$ cat config.mk
export PLATFORM = sky130hd
export DESIGN_NAME = ovf_req_enable
export DESIGN_NICKNAME = d
export VERILOG_FILES = /design/src/rtl/ovf_req_pkg.sv /design/src/rtl/ovf_req_lane.sv /design/src/rtl/ovf_req_bus.sv /design/src/rtl/ovf_req_enable.sv
export SDC_FILE = /design/constraint.sdc
export NUM_CORES = 1
export LEC_CHECK = 0
export BUFFER_PORTS_ARGS = -buffer_cell sky130_fd_sc_hd__buf_2
export CAP_MARGIN = 20
export CORE_ASPECT_RATIO = 1.25
export CORE_MARGIN = 2
export CORE_UTILIZATION = 43
export DETAILED_ROUTE_END_ITERATION = 6
export HOLD_SLACK_MARGIN = 0.06
export PLACE_DENSITY = 0.79
export SKIP_CTS_REPAIR_TIMING = 1
export SLEW_MARGIN = 20
export SYNTH_ARGS = -nofsm -noshare
export SYNTH_HDL_FRONTEND = slang
export SYNTH_SLANG_ARGS = --single-unit
$ cat constraint.sdc
create_clock -name clk -period 1.5 [get_ports clk]
set_input_delay 0.375 -clock clk [delete_from_list [all_inputs] [get_ports clk]]
set_output_delay 0.375 -clock clk [all_outputs]
set_load 0.01 [all_outputs]
$ cat src/rtl/ovf_req_pkg.sv
package ovf_req_pkg;

    // Word addresses of the four mask access points
    typedef enum logic [1:0] {
        SEL_RST_SET = 2'd0,
        SEL_RST_CLR = 2'd1,
        SEL_DBG_SET = 2'd2,
        SEL_DBG_CLR = 2'd3
    } reg_sel_e;

    // Number of request paths: reset and debug
    localparam int unsigned N_PATH = 2;
    localparam int unsigned PATH_RST = 0;
    localparam int unsigned PATH_DBG = 1;

endpackage

$ cat src/rtl/ovf_req_lane.sv
module ovf_req_lane #(
    parameter int unsigned NB = 4
) (
    input  logic          clk,
    input  logic          rst_n,
    input  logic [NB-1:0] set_bits,
    input  logic [NB-1:0] clr_bits,
    input  logic [NB-1:0] ovf,
    input  logic          ack,
    output logic [NB-1:0] mask,
    output logic          pend_any
);

    typedef struct packed {
        logic [NB-1:0] mask;
        logic [NB-1:0] pend;
    } lane_st_t;

    lane_st_t st_d, st_q;

    always_comb begin
        logic [NB-1:0] kept;
        st_d      = st_q;
        // new enables take effect before the overflow is examined
        st_d.mask = (st_q.mask | set_bits) & ~clr_bits;
        kept      = ack ? '0 : st_q.pend;
        // a pending bit survives only while its enable is on
        st_d.pend = (kept | (ovf & st_d.mask)) & st_d.mask;
    end

    always_ff @(posedge clk or negedge rst_n) begin
        if (!rst_n) begin
            st_q <= '0;
        end else begin
            st_q <= st_d;
        end
    end

    assign mask     = st_q.mask;
    assign pend_any = |st_q.pend;

endmodule

$ cat src/rtl/ovf_req_bus.sv
module ovf_req_bus
    import ovf_req_pkg::*;
#(
    parameter int unsigned DATA_W  = 32,
    parameter int unsigned ADDR_W  = 4,
    parameter int unsigned N_EVT   = 3,
    parameter int unsigned CYC_BIT = 31,
    localparam int unsigned NB     = N_EVT + 1
) (
    input  logic              clk,
    input  logic              rst_n,
    input  logic              bus_rd,
    input  logic              bus_wr,
    input  logic [ADDR_W-1:0] bus_addr,
    input  logic [DATA_W-1:0] bus_wdata,
    input  logic              bus_priv,
    input  logic              user_en,
    input  logic [NB-1:0]     rst_mask,
    input  logic [NB-1:0]     dbg_mask,
    output logic [NB-1:0]     rst_set,
    output logic [NB-1:0]     rst_clr,
    output logic [NB-1:0]     dbg_set,
    output logic [NB-1:0]     dbg_clr,
    output logic [DATA_W-1:0] bus_rdata,
    output logic              bus_err
);

    typedef struct packed {
        logic [DATA_W-1:0] rdata;
        logic              err;
    } bus_st_t;

    bus_st_t st_d, st_q;

    logic              granted;
    logic              sel_ok;
    reg_sel_e          sel;
    logic [NB-1:0]     wr_bits;
    logic [DATA_W-1:0] rst_word;
    logic [DATA_W-1:0] dbg_word;

    assign granted = bus_priv | user_en;
    assign sel     = reg_sel_e'(bus_addr[1:0]);
    assign sel_ok  = (bus_addr >> 2) == '0;

    // Compress a bus word into the compact enable vector and back again.
    // Index N_EVT of the compact vector is the cycle counter.
    always_comb begin
        rst_word = '0;
        dbg_word = '0;
        for (int i = 0; i < N_EVT; i++) begin
            wr_bits[i]  = bus_wdata[i];
            rst_word[i] = rst_mask[i];
            dbg_word[i] = dbg_mask[i];
        end
        wr_bits[N_EVT]    = bus_wdata[CYC_BIT];
        rst_word[CYC_BIT] = rst_mask[N_EVT];
        dbg_word[CYC_BIT] = dbg_mask[N_EVT];
    end

    always_comb begin
        logic do_wr;
        do_wr   = bus_wr && granted && sel_ok;
        rst_set = (do_wr && sel == SEL_RST_SET) ? wr_bits : '0;
        rst_clr = (do_wr && sel == SEL_RST_CLR) ? wr_bits : '0;
        dbg_set = (do_wr && sel == SEL_DBG_SET) ? wr_bits : '0;
        dbg_clr = (do_wr && sel == SEL_DBG_CLR) ? wr_bits : '0;
    end

    always_comb begin
        st_d       = st_q;
        st_d.err   = (bus_rd || bus_wr) && !granted;
        st_d.rdata = '0;
        if (bus_rd && granted && sel_ok) begin
            case (sel)
                SEL_RST_SET, SEL_RST_CLR: st_d.rdata = rst_word;
                default:                  st_d.rdata = dbg_word;
            endcase
        end
    end

    always_ff @(posedge clk or negedge rst_n) begin
        if (!rst_n) begin
            st_q <= '0;
        end else begin
            st_q <= st_d;
        end
    end

    assign bus_rdata = st_q.rdata;
    assign bus_err   = st_q.err;

endmodule

$ cat src/rtl/ovf_req_enable.sv
module ovf_req_enable
    import ovf_req_pkg::*;
#(
    parameter int unsigned DATA_W  = 32,
    parameter int unsigned ADDR_W  = 4,
    parameter int unsigned N_EVT   = 3,
    parameter int unsigned CYC_BIT = 31
) (
    input  logic              clk,
    input  logic              rst_n,
    input  logic              bus_rd,
    input  logic              bus_wr,
    input  logic [ADDR_W-1:0] bus_addr,
    input  logic [DATA_W-1:0] bus_wdata,
    input  logic              bus_priv,
    input  logic              user_en,
    output logic [DATA_W-1:0] bus_rdata,
    output logic              bus_err,
    input  logic              cyc_ovf,
    input  logic [N_EVT-1:0]  evt_ovf,
    input  logic              rst_ack,
    input  logic              dbg_ack,
    output logic              rst_req_n,
    output logic              dbg_req
);

    localparam int unsigned NB = N_EVT + 1;

    logic [NB-1:0]     set_v  [N_PATH];
    logic [NB-1:0]     clr_v  [N_PATH];
    logic [NB-1:0]     mask_v [N_PATH];
    logic [N_PATH-1:0] ack_v;
    logic [N_PATH-1:0] pend_v;
    logic [NB-1:0]     ovf_vec;
    logic [NB-1:0]     rst_mask;
    logic [NB-1:0]     dbg_mask;

    assign ovf_vec         = {cyc_ovf, evt_ovf};
    assign ack_v[PATH_RST] = rst_ack;
    assign ack_v[PATH_DBG] = dbg_ack;
    assign rst_mask        = mask_v[PATH_RST];
    assign dbg_mask        = mask_v[PATH_DBG];

    ovf_req_bus #(
        .DATA_W  (DATA_W),
        .ADDR_W  (ADDR_W),
        .N_EVT   (N_EVT),
        .CYC_BIT (CYC_BIT)
    ) u_bus (
        .clk       (clk),
        .rst_n     (rst_n),
        .bus_rd    (bus_rd),
        .bus_wr    (bus_wr),
        .bus_addr  (bus_addr),
        .bus_wdata (bus_wdata),
        .bus_priv  (bus_priv),
        .user_en   (user_en),
        .rst_mask  (rst_mask),
        .dbg_mask  (dbg_mask),
        .rst_set   (set_v[PATH_RST]),
        .rst_clr   (clr_v[PATH_RST]),
        .dbg_set   (set_v[PATH_DBG]),
        .dbg_clr   (clr_v[PATH_DBG]),
        .bus_rdata (bus_rdata),
        .bus_err   (bus_err)
    );

    for (genvar p = 0; p < N_PATH; p++) begin : g_path
        ovf_req_lane #(
            .NB (NB)
        ) u_lane (
            .clk      (clk),
            .rst_n    (rst_n),
            .set_bits (set_v[p]),
            .clr_bits (clr_v[p]),
            .ovf      (ovf_vec),
            .ack      (ack_v[p]),
            .mask     (mask_v[p]),
            .pend_any (pend_v[p])
        );
    end

    assign rst_req_n = ~pend_v[PATH_RST];
    assign dbg_req   = pend_v[PATH_DBG];

endmodule

Word-level counts from Yosys, hierarchy flattened

Cells that the tools add are included.
W data, S select, Z words.

Eq/ne operators: 3
Multiplexer cells: 8
Bitwise logic cells: 14
Reductions and logical operators: 16

Operator list:

| kind                 | count |
|---|---|
| $mux W32             | 2 |
| $and A4 B4 Y4        | 6 |
| $mux W4              | 6 |
| $or A4 B4 Y4         | 4 |
| $logic_and A1 B1 Y1  | 9 |
| $not A4 Y4           | 2 |
| $reduce_or A4 Y1     | 2 |
| $eq A2 B2 Y1 const B | 2 |
| $logic_not A4 Y1     | 1 |
| $eq A2 B1 Y1 const B | 1 |
| $logic_not A2 Y1     | 1 |
| $reduce_or A2 Y1     | 1 |
| $logic_not A1 Y1     | 1 |
| $logic_or A1 B1 Y1   | 1 |
| $not A1 Y1           | 1 |
| $or A1 B1 Y1         | 1 |

Register bits: 49
Bits of input ports: 48
Output and inout port bits: 35

Logic depth before layout (Yosys ltp)

Gate-level depths: netlist of the first run.

Depth in word-level cells: 10
Gate-level depth with buffers: 4
Gate-level depth less buffers: 3

Modules after synthesis

A second synthesis of the first run with hierarchy kept.

Cells, all modules: 141
Area total of the unflattened synthesis: 1353.8 um^2

Modules (own cells, without submodules):

| module         | instances | cells an instance | area each (um^2) |
|---|---|---|---|
| ovf_req_lane   | 2         | 33                | 337.8 |
| ovf_req_bus    | 1         | 74                | 674.4 |
| ovf_req_enable | 1         | 1                 | 3.8 |

Least setup slack after synthesis of the first run

OpenSTA, ideal clock, no wires.

Path kind: input -> register
From: in bus_addr[3]
To: reg g_path[1].u_lane.st_q, in the netlist g_path[1].u_lane.mask[0]
Setup time: 79 ps
Arrival: 1255 ps
Setup slack: 165 ps
Stages: 4
Path buffers: 1
Path through: or2_1 buf_6 nor4b_4 mux2i_1

RTL lines:

| element              | line                 | text |
|---|---|---|
| start, declared      | ovf_req_enable.sv:13 | `input logic [ADDR_W-1:0] bus_addr,` |
| end signal, assigned | ovf_req_lane.sv:35   | `st_q <= st_d;` |
| end, declared        | ovf_req_lane.sv:19   | `lane_st_t st_d, st_q;` |

Final worst setup path of the first run

From: reg g_path[1].u_lane.st_q[3] (netlist name)
To: out dbg_req

Word-level cells in the longest chain between the ends: 1

Ends and longest elaborated chain:

| element          | line                 | text |
|---|---|---|
| $reduce_or A4 Y1 | ovf_req_lane.sv:40   | `assign pend_any = \|st_q.pend;` |
| end, declared    | ovf_req_enable.sv:24 | `output logic dbg_req` |

Every way passes these cells.

==> flow_summary.yaml, run 1 <==
synthesis:
  ys_types: 20
  synthCells: 130
  avgSynthCellArea_um2: 10.9
  yosys_register_bits: 21
  syn_area_um2: 1410
  yosysWarnings: 0
  yosysSeqAreaShare: 0.372
routing:
  postRouteAntennaNets: 0
  wl_met2_um: 1330
  drc: 0
  drt_first_pass_iters: 2
  wl_um: 2520
  wl_met1_um: 977
  routed.top_layer: "met4"
  vias: 890
  drtIter0Drc: 15
  wl_met3_um: 183
  viasPerCell: 4.59
  wl_per_cell_um: 13.0
power_and_ir_drop:
  finalPower_mw: 1.44
  vdd_drop_max_uv: 611
  p_leak_nw: 0.725
  power_density_nw_per_um2: 939
outcome:
  outcome: "finished, violations left"
  violations: "negative setup slack"
final_layout:
  final_cell_mix: "conb_1 (28), buf_2 (25), dfrtp_1 (21)"
  area_growth_pct: 8.68
  nets: 206
  multi_input_area_um2: 732
  final_area_um2: 1540
  seq_area_um2: 526
  diodes: 0
  drive_gt1_frac: 0.255
  final_common_cell: "conb_1"
  n_fill_cell: 295
timing:
  drv_slew: 0
  fin_ws_ns: -0.204
  min_period_ns: 1.70
  final_hold_viol_count: 0
  rsz0062_at_grt: "yes"
  fmax_mhz: 587
  setup_viol: 1
  fin_crit_sh: 1.14
  fin_worst_skew_ns: 0.00176
floorplan:
  rows: 23
  die_h_um: 68.1
  die_w_um: 55.3
  core_area_um2: 3170
  start_util: 0.446
  dieArea_um2: 3760
  io-pin-count: 83
critical_path:
  cpLargestDelayFamily: "simple AND/OR/NAND/NOR gates"
  path_cells: "or4_4, buf_6"
  r2r_cells: 3
  worst-r2r-setup-slack_ns: 0.58
  cpPeakStageDelay_ns: 0.53
  critPathKind: "flop to primary output"
  end_kind: "primary output"
  crit_arrival_ns: 1.33
  cp_max_fo: 2
  r2r_start: "g_path[1].u_lane.st_q[2]$_DFF_PN0_"
  critPathBufInv: 1
  required_ns: 1.12
  reg2reg_to: "g_path[1].u_lane.st_q[2]$_DFF_PN0_"
  cp_slowest_cell: "or4_4"
  critPathLaunchType: "flop"
placed_design:
  gp_congestion: 0.752
  io_buffers: 26
  hpwl_um: 1970
  dpl_cell_area_um2: 1480
  pre_cts_ws_ns: -0.0710
global_route:
  grt.overflow.total: 0
  grt_pass1_vias: 918
  globalRouteTotalUtil: 0.146
  grt_max_degree: 22
  grt_pass1_wl_um: 4220
  antenna_found_initial: 0
clocking:
  cts_sinks: 21
  clk_path_buf_depth: 2
  cts_buffers: 3
  cts_tree: "done"
  clk_pin_slew_ns: 0.08
  cts_root_buf: "clkbuf_8"
  htreeDepth: 1
  clk_latency_ns: 0.26
flow_run:
  drv_cap: 0
worst_hold_path:
  hp-class: "input pin to asynchronous set/reset pin"
-- worst register-to-register path, stage by stage, from the launching register on --
cell	delay (ns)
dfrtp_1	0.41
nor2b_1	0.15
o21bai_1	0.14
mux2i_1	0.09
-- metal layers --
layer,global-route usage,up-vias
met4,0.0640,0
met3,0.0321,4
met2,0.283,39
li1,-,433
met5,0,-
met1,0.153,414
-- cell usage after synthesis (all sizes together) --
library cell,instances,share of area
nor4b,4,0.067
nor4,5,0.065
nor2,8,0.033
nor2b,8,0.035
buf,30,0.16
mux2i,20,0.14
conb,1,0.0027
o21ai,8,0.028
or2,2,0.0089
o21bai,8,0.043
nand3,1,0.0035
or4,1,0.0053
dfrtp,21,0.37
inv,8,0.021
nand2,4,0.011
clkbuf,1,0.0027
-- how the worst max path moves through the flow --
stage                                  startpoint                                  to  slack [ns]  cells past startpoint
6_report       g_path[1].u_lane.st_q[3]$_DFF_PN0_                             dbg_req       -0.20                      2
5_1_grt        g_path[1].u_lane.st_q[3]$_DFF_PN0_                             dbg_req       -0.23                      2
4_1_cts        g_path[1].u_lane.st_q[2]$_DFF_PN0_                             dbg_req       -0.19                      2
3_5_place_dp                          bus_addr[3]  g_path[1].u_lane.st_q[1]$_DFF_PN0_       -0.07                      5
3_3_place_gp                          bus_addr[3]  g_path[1].u_lane.st_q[2]$_DFF_PN0_       -0.05                      5
2_1_floorplan                         bus_addr[3]  g_path[1].u_lane.mask[0]$_DFF_PN0_        0.17                      4
-- final cells by class --
type                       count  share of cell area
clock buffer                   4              0.0293
inverter                       8              0.0196
multi-input combinational     97               0.477
sequential                    21               0.342
tap                           37              0.0302
timing repair buffer          27               0.102
-- flip-flops by register name (all words and copies together) (netlist names) --
signal,flops
g_path.u_lane.st_q,8
g_path.u_lane.mask,8
u_bus.bus_err,1
u_bus.bus_rdata,4
-- through the flow --
stage | setup TNS (ns) | hold slack (ns) | cells | utilization
after global placement | -0.235 | 0.356 | 190 | 0.468
after floorplan | 0 | 0.0794 | 157 | -
after CTS | -0.193 | 0.0790 | 194 | 0.482
after global routing | -0.228 | 0.0911 | 194 | 0.485
after detailed placement | -0.311 | 0.361 | 190 | 0.468
final | -0.204 | 0.0600 | 194 | 0.485
-- cells by family after synthesis --
| kind of cell | count (synthesis) | synth area share |
|---|---|---|
| simple gates | 33 | 0.229 |
| buf+inv | 39 | 0.184 |
| compound gates | 16 | 0.0709 |
| flops | 21 | 0.372 |
| other cells | 1 | 0.00265 |
| mux | 20 | 0.142 |
-- where the power goes --
group          internal [mW]  total (mW)  switching, mW
registers              0.662       0.727         0.0648
logic                  0.141       0.337          0.196
clock network          0.189       0.377          0.188
total                  0.993        1.44          0.448
Note: power is estimated with default switching activity, not from simulation.
==> run 2, diff against run 1 <==
--- a/config.mk
+++ b/config.mk
@@ -13,6 +13,7 @@
 export DETAILED_ROUTE_END_ITERATION = 6
 export HOLD_SLACK_MARGIN = 0.06
 export PLACE_DENSITY = 0.79
+export REMOVE_ABC_BUFFERS = 1
 export SKIP_CTS_REPAIR_TIMING = 1
 export SLEW_MARGIN = 20
 export SYNTH_ARGS = -nofsm -noshare
==> flow_summary.yaml, run 2 (synthesis gave the netlist of run 1 again) <==
critical_path:
  path_cells: "or4_1, buf_2"
  crit_arrival_ns: 1.29
  cp_max_fo: 2
  worst-r2r-setup-slack_ns: 0.51
  critPathBufInv: 1
  r2r_cells: 3
  required_ns: 1.12
  critPathKind: "flop to primary output"
  cpLargestDelayFamily: "simple AND/OR/NAND/NOR gates"
  reg2reg_to: "g_path[0].u_lane.st_q[1]$_DFF_PN0_"
  cp_slowest_cell: "or4_1"
  critPathLaunchType: "flop"
  end_kind: "primary output"
  r2r_start: "g_path[0].u_lane.st_q[1]$_DFF_PN0_"
  cpPeakStageDelay_ns: 0.50
clocking:
  cts_buffers: 3
  clk_path_buf_depth: 2
  clk_pin_slew_ns: 0.08
  htreeDepth: 1
  cts_root_buf: "clkbuf_8"
  clk_latency_ns: 0.26
  cts_tree: "done"
  cts_sinks: 21
global_route:
  antenna_found_initial: 0
  globalRouteTotalUtil: 0.139
  grt_max_degree: 22
  grt_pass1_vias: 931
  grt.overflow.total: 0
  grt_pass1_wl_um: 4120
power_and_ir_drop:
  vdd_drop_max_uv: 414
  p_leak_nw: 0.729
  power_density_nw_per_um2: 934
  finalPower_mw: 1.44
timing:
  fin_worst_skew_ns: 0.00471
  holdWs_ns: 0.0588
  finalSetupTns_ns: -0.164
  min_period_ns: 1.66
  fin_ws_ns: -0.164
  final_hold_viol_count: 0
  fmax_mhz: 601
  setup_viol: 1
  drv_slew: 0
  rsz0062_at_grt: "yes"
  fin_crit_sh: 1.11
placed_design:
  dpl.cell_count: 191
  io_buffers: 26
  pre_cts_ws_ns: -0.0359
  hpwl_um: 1940
  dpl_cell_area_um2: 1490
  gp_congestion: 0.785
final_layout:
  nets: 207
  multi_input_area_um2: 734
  drive_gt1_frac: 0.266
  n_fill_cell: 302
  final_area_um2: 1540
  diodes: 0
  area_growth_pct: 9.03
  final_cell_count_no_fill: 195
  final_cell_mix: "conb_1 (28), buf_2 (26), dfrtp_1 (21)"
  final_util: 0.487
  seq_area_um2: 526
  final_common_cell: "conb_1"
floorplan:
  start_util: 0.446
  die_w_um: 55.3
  rows: 23
  core_area_um2: 3170
  io-pin-count: 83
  die_h_um: 68.1
  dieArea_um2: 3760
routing:
  postRouteAntennaNets: 0
  vias: 941
  viasPerCell: 4.83
  drc: 0
  wl_um: 2500
  drtIter0Drc: 34
  drt_first_pass_iters: 4
  wl_per_cell_um: 12.8
outcome:
  violations: "negative setup slack"
  outcome: "finished, violations left"
worst_hold_path:
  hp-class: "input pin to asynchronous set/reset pin"
flow_run:
  drv_cap: 0
## run 2: routing by layer
layer | up-vias | GRT usage | share of wire
met4 | 0 | 0.0610 | 0.024
met2 | 41 | 0.254 | 0.51
met5 | - | 0 | 0
met3 | 7 | 0.0265 | 0.061
met1 | 451 | 0.159 | 0.41
li1 | 442 | - | -
## run 2: worst max path at each step
stage	start	to	slack (ns)	cells after the start
floorplan	bus_addr[3]	g_path[1].u_lane.mask[0]$_DFF_PN0_	0.02	3
global placement	bus_addr[3]	g_path[1].u_lane.st_q[2]$_DFF_PN0_	-0.03	5
detailed placement	bus_addr[3]	g_path[0].u_lane.st_q[2]$_DFF_PN0_	-0.04	5
CTS	g_path[1].u_lane.st_q[2]$_DFF_PN0_	dbg_req	-0.18	2
global route	g_path[1].u_lane.st_q[3]$_DFF_PN0_	dbg_req	-0.21	2
finish	g_path[1].u_lane.st_q[3]$_DFF_PN0_	dbg_req	-0.16	2
## run 2: report_power, final
group | total [mW] | leakage (nW) | switching (mW) | internal (mW)
clock network | 0.379 | 0.0255 | 0.193 | 0.185
registers | 0.728 | 0.249 | 0.0662 | 0.662
logic | 0.331 | 0.454 | 0.194 | 0.138
## run 2: cell type report
| type | count | area share |
|---|---|---|
| clock buffer | 3 | 0.0268 |
| tap | 37 | 0.0301 |
| clock inverter | 1 | 0.00325 |
| inverter | 8 | 0.0195 |
| timing repair buffer | 28 | 0.102 |
| sequential | 21 | 0.341 |
| multi-input combinational | 97 | 0.477 |
## run 2: worst register-to-register path, stage by stage (launching register included)
cell and delay (ns):
dfrtp_1 0.40, nor2b_1 0.16, o21ai_0 0.20, mux2i_1 0.11
==> run 3, diff against run 2 <==
--- a/config.mk
+++ b/config.mk
@@ -5,14 +5,17 @@
 export SDC_FILE = /design/constraint.sdc
 export NUM_CORES = 1
 export LEC_CHECK = 0
+export ABC_AREA = 1
 export BUFFER_PORTS_ARGS = -buffer_cell sky130_fd_sc_hd__buf_2
 export CAP_MARGIN = 20
+export CELL_PAD_IN_SITES_DETAIL_PLACEMENT = 0
+export CELL_PAD_IN_SITES_GLOBAL_PLACEMENT = 2
 export CORE_ASPECT_RATIO = 1.25
 export CORE_MARGIN = 2
-export CORE_UTILIZATION = 43
+export CORE_UTILIZATION = 21
 export DETAILED_ROUTE_END_ITERATION = 6
 export HOLD_SLACK_MARGIN = 0.06
-export PLACE_DENSITY = 0.79
+export PLACE_DENSITY_LB_ADDON = 0.1
 export REMOVE_ABC_BUFFERS = 1
 export SKIP_CTS_REPAIR_TIMING = 1
 export SLEW_MARGIN = 20
==> flow_summary.yaml, run 3 <==
floorplan:
  rows: 31
  dieArea_um2: 6520
  die_h_um: 89.8
  start_util: 0.215
  die_w_um: 72.6
  core_area_um2: 5740
  io-pin-count: 83
final_layout:
  final_cell_mix: "conb_1 (28), buf_2 (26), inv_1 (22)"
  area_growth_pct: 11.5
  diodes: 0
  final_util: 0.240
  final_cell_count_no_fill: 242
  nets: 225
  final_common_cell: "conb_1"
  final_area_um2: 1380
  drive_gt1_frac: 0.250
routing:
  wl_per_cell_um: 11.9
  vias: 936
  viasPerCell: 3.87
  wl_um: 2880
  postRouteAntennaNets: 0
  drtIter0Drc: 31
  drt_first_pass_iters: 4
  drc: 0
clocking:
  clk_pin_slew_ns: 0.09
  cts_sinks: 21
  cts_root_buf: "clkbuf_8"
  htreeDepth: 1
  clk_latency_ns: 0.26
  cts_buffers: 3
  cts_tree: "done"
  clk_path_buf_depth: 2
placed_design:
  hpwl_um: 2250
  dpl_cell_area_um2: 1320
  gp_congestion: 0.695
  pre_cts_ws_ns: 0.115
  dpl.cell_count: 237
  io_buffers: 26
timing:
  fin_crit_sh: 1.12
  setup_viol: 1
  rsz0062_at_grt: "yes"
  fin_ws_ns: -0.175
  fmax_mhz: 597
  final_hold_viol_count: 0
  finalSetupTns_ns: -0.175
  min_period_ns: 1.68
  worst_pin_slew_ns: 0.520
  max_slew_margin: 0.653
  drv_slew: 0
  fin_worst_skew_ns: 0.00498
synthesis:
  synthCells: 148
  netlist_top_cells_area: "dfrtp_1 (43%), buf_4 (17%), nand4_1 (7.1%)"
  netlist.area_leader.share: 0.425
  synth_flop_cell: "dfrtp_1"
  yosys-mux-area-fraction: 0
  synth_simple_gate_area_share: 0.261
  yosysWarnings: 0
  avgSynthCellArea_um2: 8.35
  synth_adder_area_share: 0
  ys_types: 18
  async_flop_share: 1.00
  yosysSeqAreaShare: 0.425
  synth_top_area_cell: "dfrtp_1"
  netlist_top_cells_count: "buf_4 (28), inv_1 (22), dfrtp_1 (21), nor2_1 (19), nand4_1 (14)"
  synth_top_family_by_area: "buffers and inverters"
  synthMostInstantiatedCell: "buf_4"
  synth_edf_count: 0
  synth_xor_area_frac: 0
  synth_compound_area_frac: 0.0486
  syn_area_um2: 1240
  yosys_register_bits: 21
power_and_ir_drop:
  p_leak_nw: 0.762
  vdd_drop_max_uv: 296
  power_density_nw_per_um2: 1040
flow_run:
  drv_cap: 0
critical_path:
  path_cells: "or4_1, buf_2"
  worst-r2r-setup-slack_ns: 0.65
  critPathLaunchType: "flop"
  r2r_cells: 3
  required_ns: 1.12
  cpPeakStageDelay_ns: 0.50
  r2r_start: "g_path[1].u_lane.st_q[1]$_DFF_PN0_"
  critPathKind: "flop to primary output"
  crit_arrival_ns: 1.30
  end_kind: "primary output"
  cp_slowest_cell: "or4_1"
  reg2reg_to: "g_path[1].u_lane.st_q[1]$_DFF_PN0_"
  cp_max_fo: 2
global_route:
  grt_max_degree: 22
  grt_pass1_vias: 880
  globalRouteTotalUtil: 0.0935
  antenna_found_initial: 0
  grt_pass1_wl_um: 4600
  grt.overflow.total: 0
outcome:
  outcome: "finished, violations left"
  violations: "negative setup slack"
worst_hold_path:
  hp-class: "input pin to asynchronous set/reset pin"
run 3: cell types whose count changed in the layout (fill, tap and decap cells not counted), sizes merged, moves of 2 or more:
cell,previous run,this run
o21bai,8,0
o21ai,8,0
nor2,8,24
nand4,0,16
nand2,4,17
nor2b,8,0
nor4,5,1
or2,2,0
a21oi,0,12
mux2i,20,0
nor4b,4,0
inv,8,23
run 3: through the flow:
| stage | power (mW) | hold slack (ns) |
|---|---|---|
| global route | 1.55 | 0.107 |
| global placement | 1.05 | 0.379 |
| finish | 1.44 | 0.0765 |
| detailed placement | 1.06 | 0.390 |
| floorplan | 0.920 | 0.0794 |
| CTS | 1.45 | 0.0971 |
run 3: how the worst max path moves through the flow:
stage,cells past startpoint,endpoint,start
finish,2,dbg_req,g_path[1].u_lane.st_q[3]$_DFF_PN0_
CTS,2,dbg_req,g_path[1].u_lane.st_q[2]$_DFF_PN0_
global placement,2,dbg_req,g_path[1].u_lane.st_q[2]$_DFF_PN0_
detailed placement,2,dbg_req,g_path[1].u_lane.st_q[2]$_DFF_PN0_
global route,2,dbg_req,g_path[1].u_lane.st_q[1]$_DFF_PN0_
floorplan,1,dbg_req,g_path[1].u_lane.st_q[2]$_DFF_PN0_
run 3: logic make-up (layout without fill, tap and decap cells):
kind of cell / Yosys count / count (layout)
and+or+nand+nor: 60 / 60
buffers and inverters: 54 / 55
DFF: 21 / 21
AOI/OAI and AO/OA: 12 / 12
other: 1 / 28
run 3: cell type report:
cell class              instances  area [um^2]
clock buffers                   4         45.0
fillers                       670         4360
inverters                      23         86.3
multi-input cells             100          494
flip-flops and latches         21          526
well taps                      66         82.6
repair buffers                 28          145
run 3: critical path: cells and delay by family (launching register included):
kind / cells / cell delay, ns
simple gates: 1 / 0.50
flops: 1 / 0.38
buf+inv: 1 / 0.15
run 3: report_power, final:
| part | total [mW] | switching [mW] | leakage (nW) | internal (mW) |
|---|---|---|---|---|
| Clock | 0.390 | 0.200 | 0.0228 | 0.190 |
| Sequential | 0.707 | 0.0466 | 0.250 | 0.660 |
| Combinational | 0.342 | 0.230 | 0.489 | 0.112 |
| Total | 1.44 | 0.477 | 0.762 | 0.962 |
run 3: metal layers:
| metal | GRT usage | vias up | routed length, um |
|---|---|---|---|
| li1 | - | 471 | - |
| met1 | 0.123 | 432 | 1260 |
| met3 | 0.0179 | 4 | 113 |
| met2 | 0.147 | 29 | 1470 |
| met5 | 0 | - | 0 |
| met4 | 0.0417 | 0 | 40 |
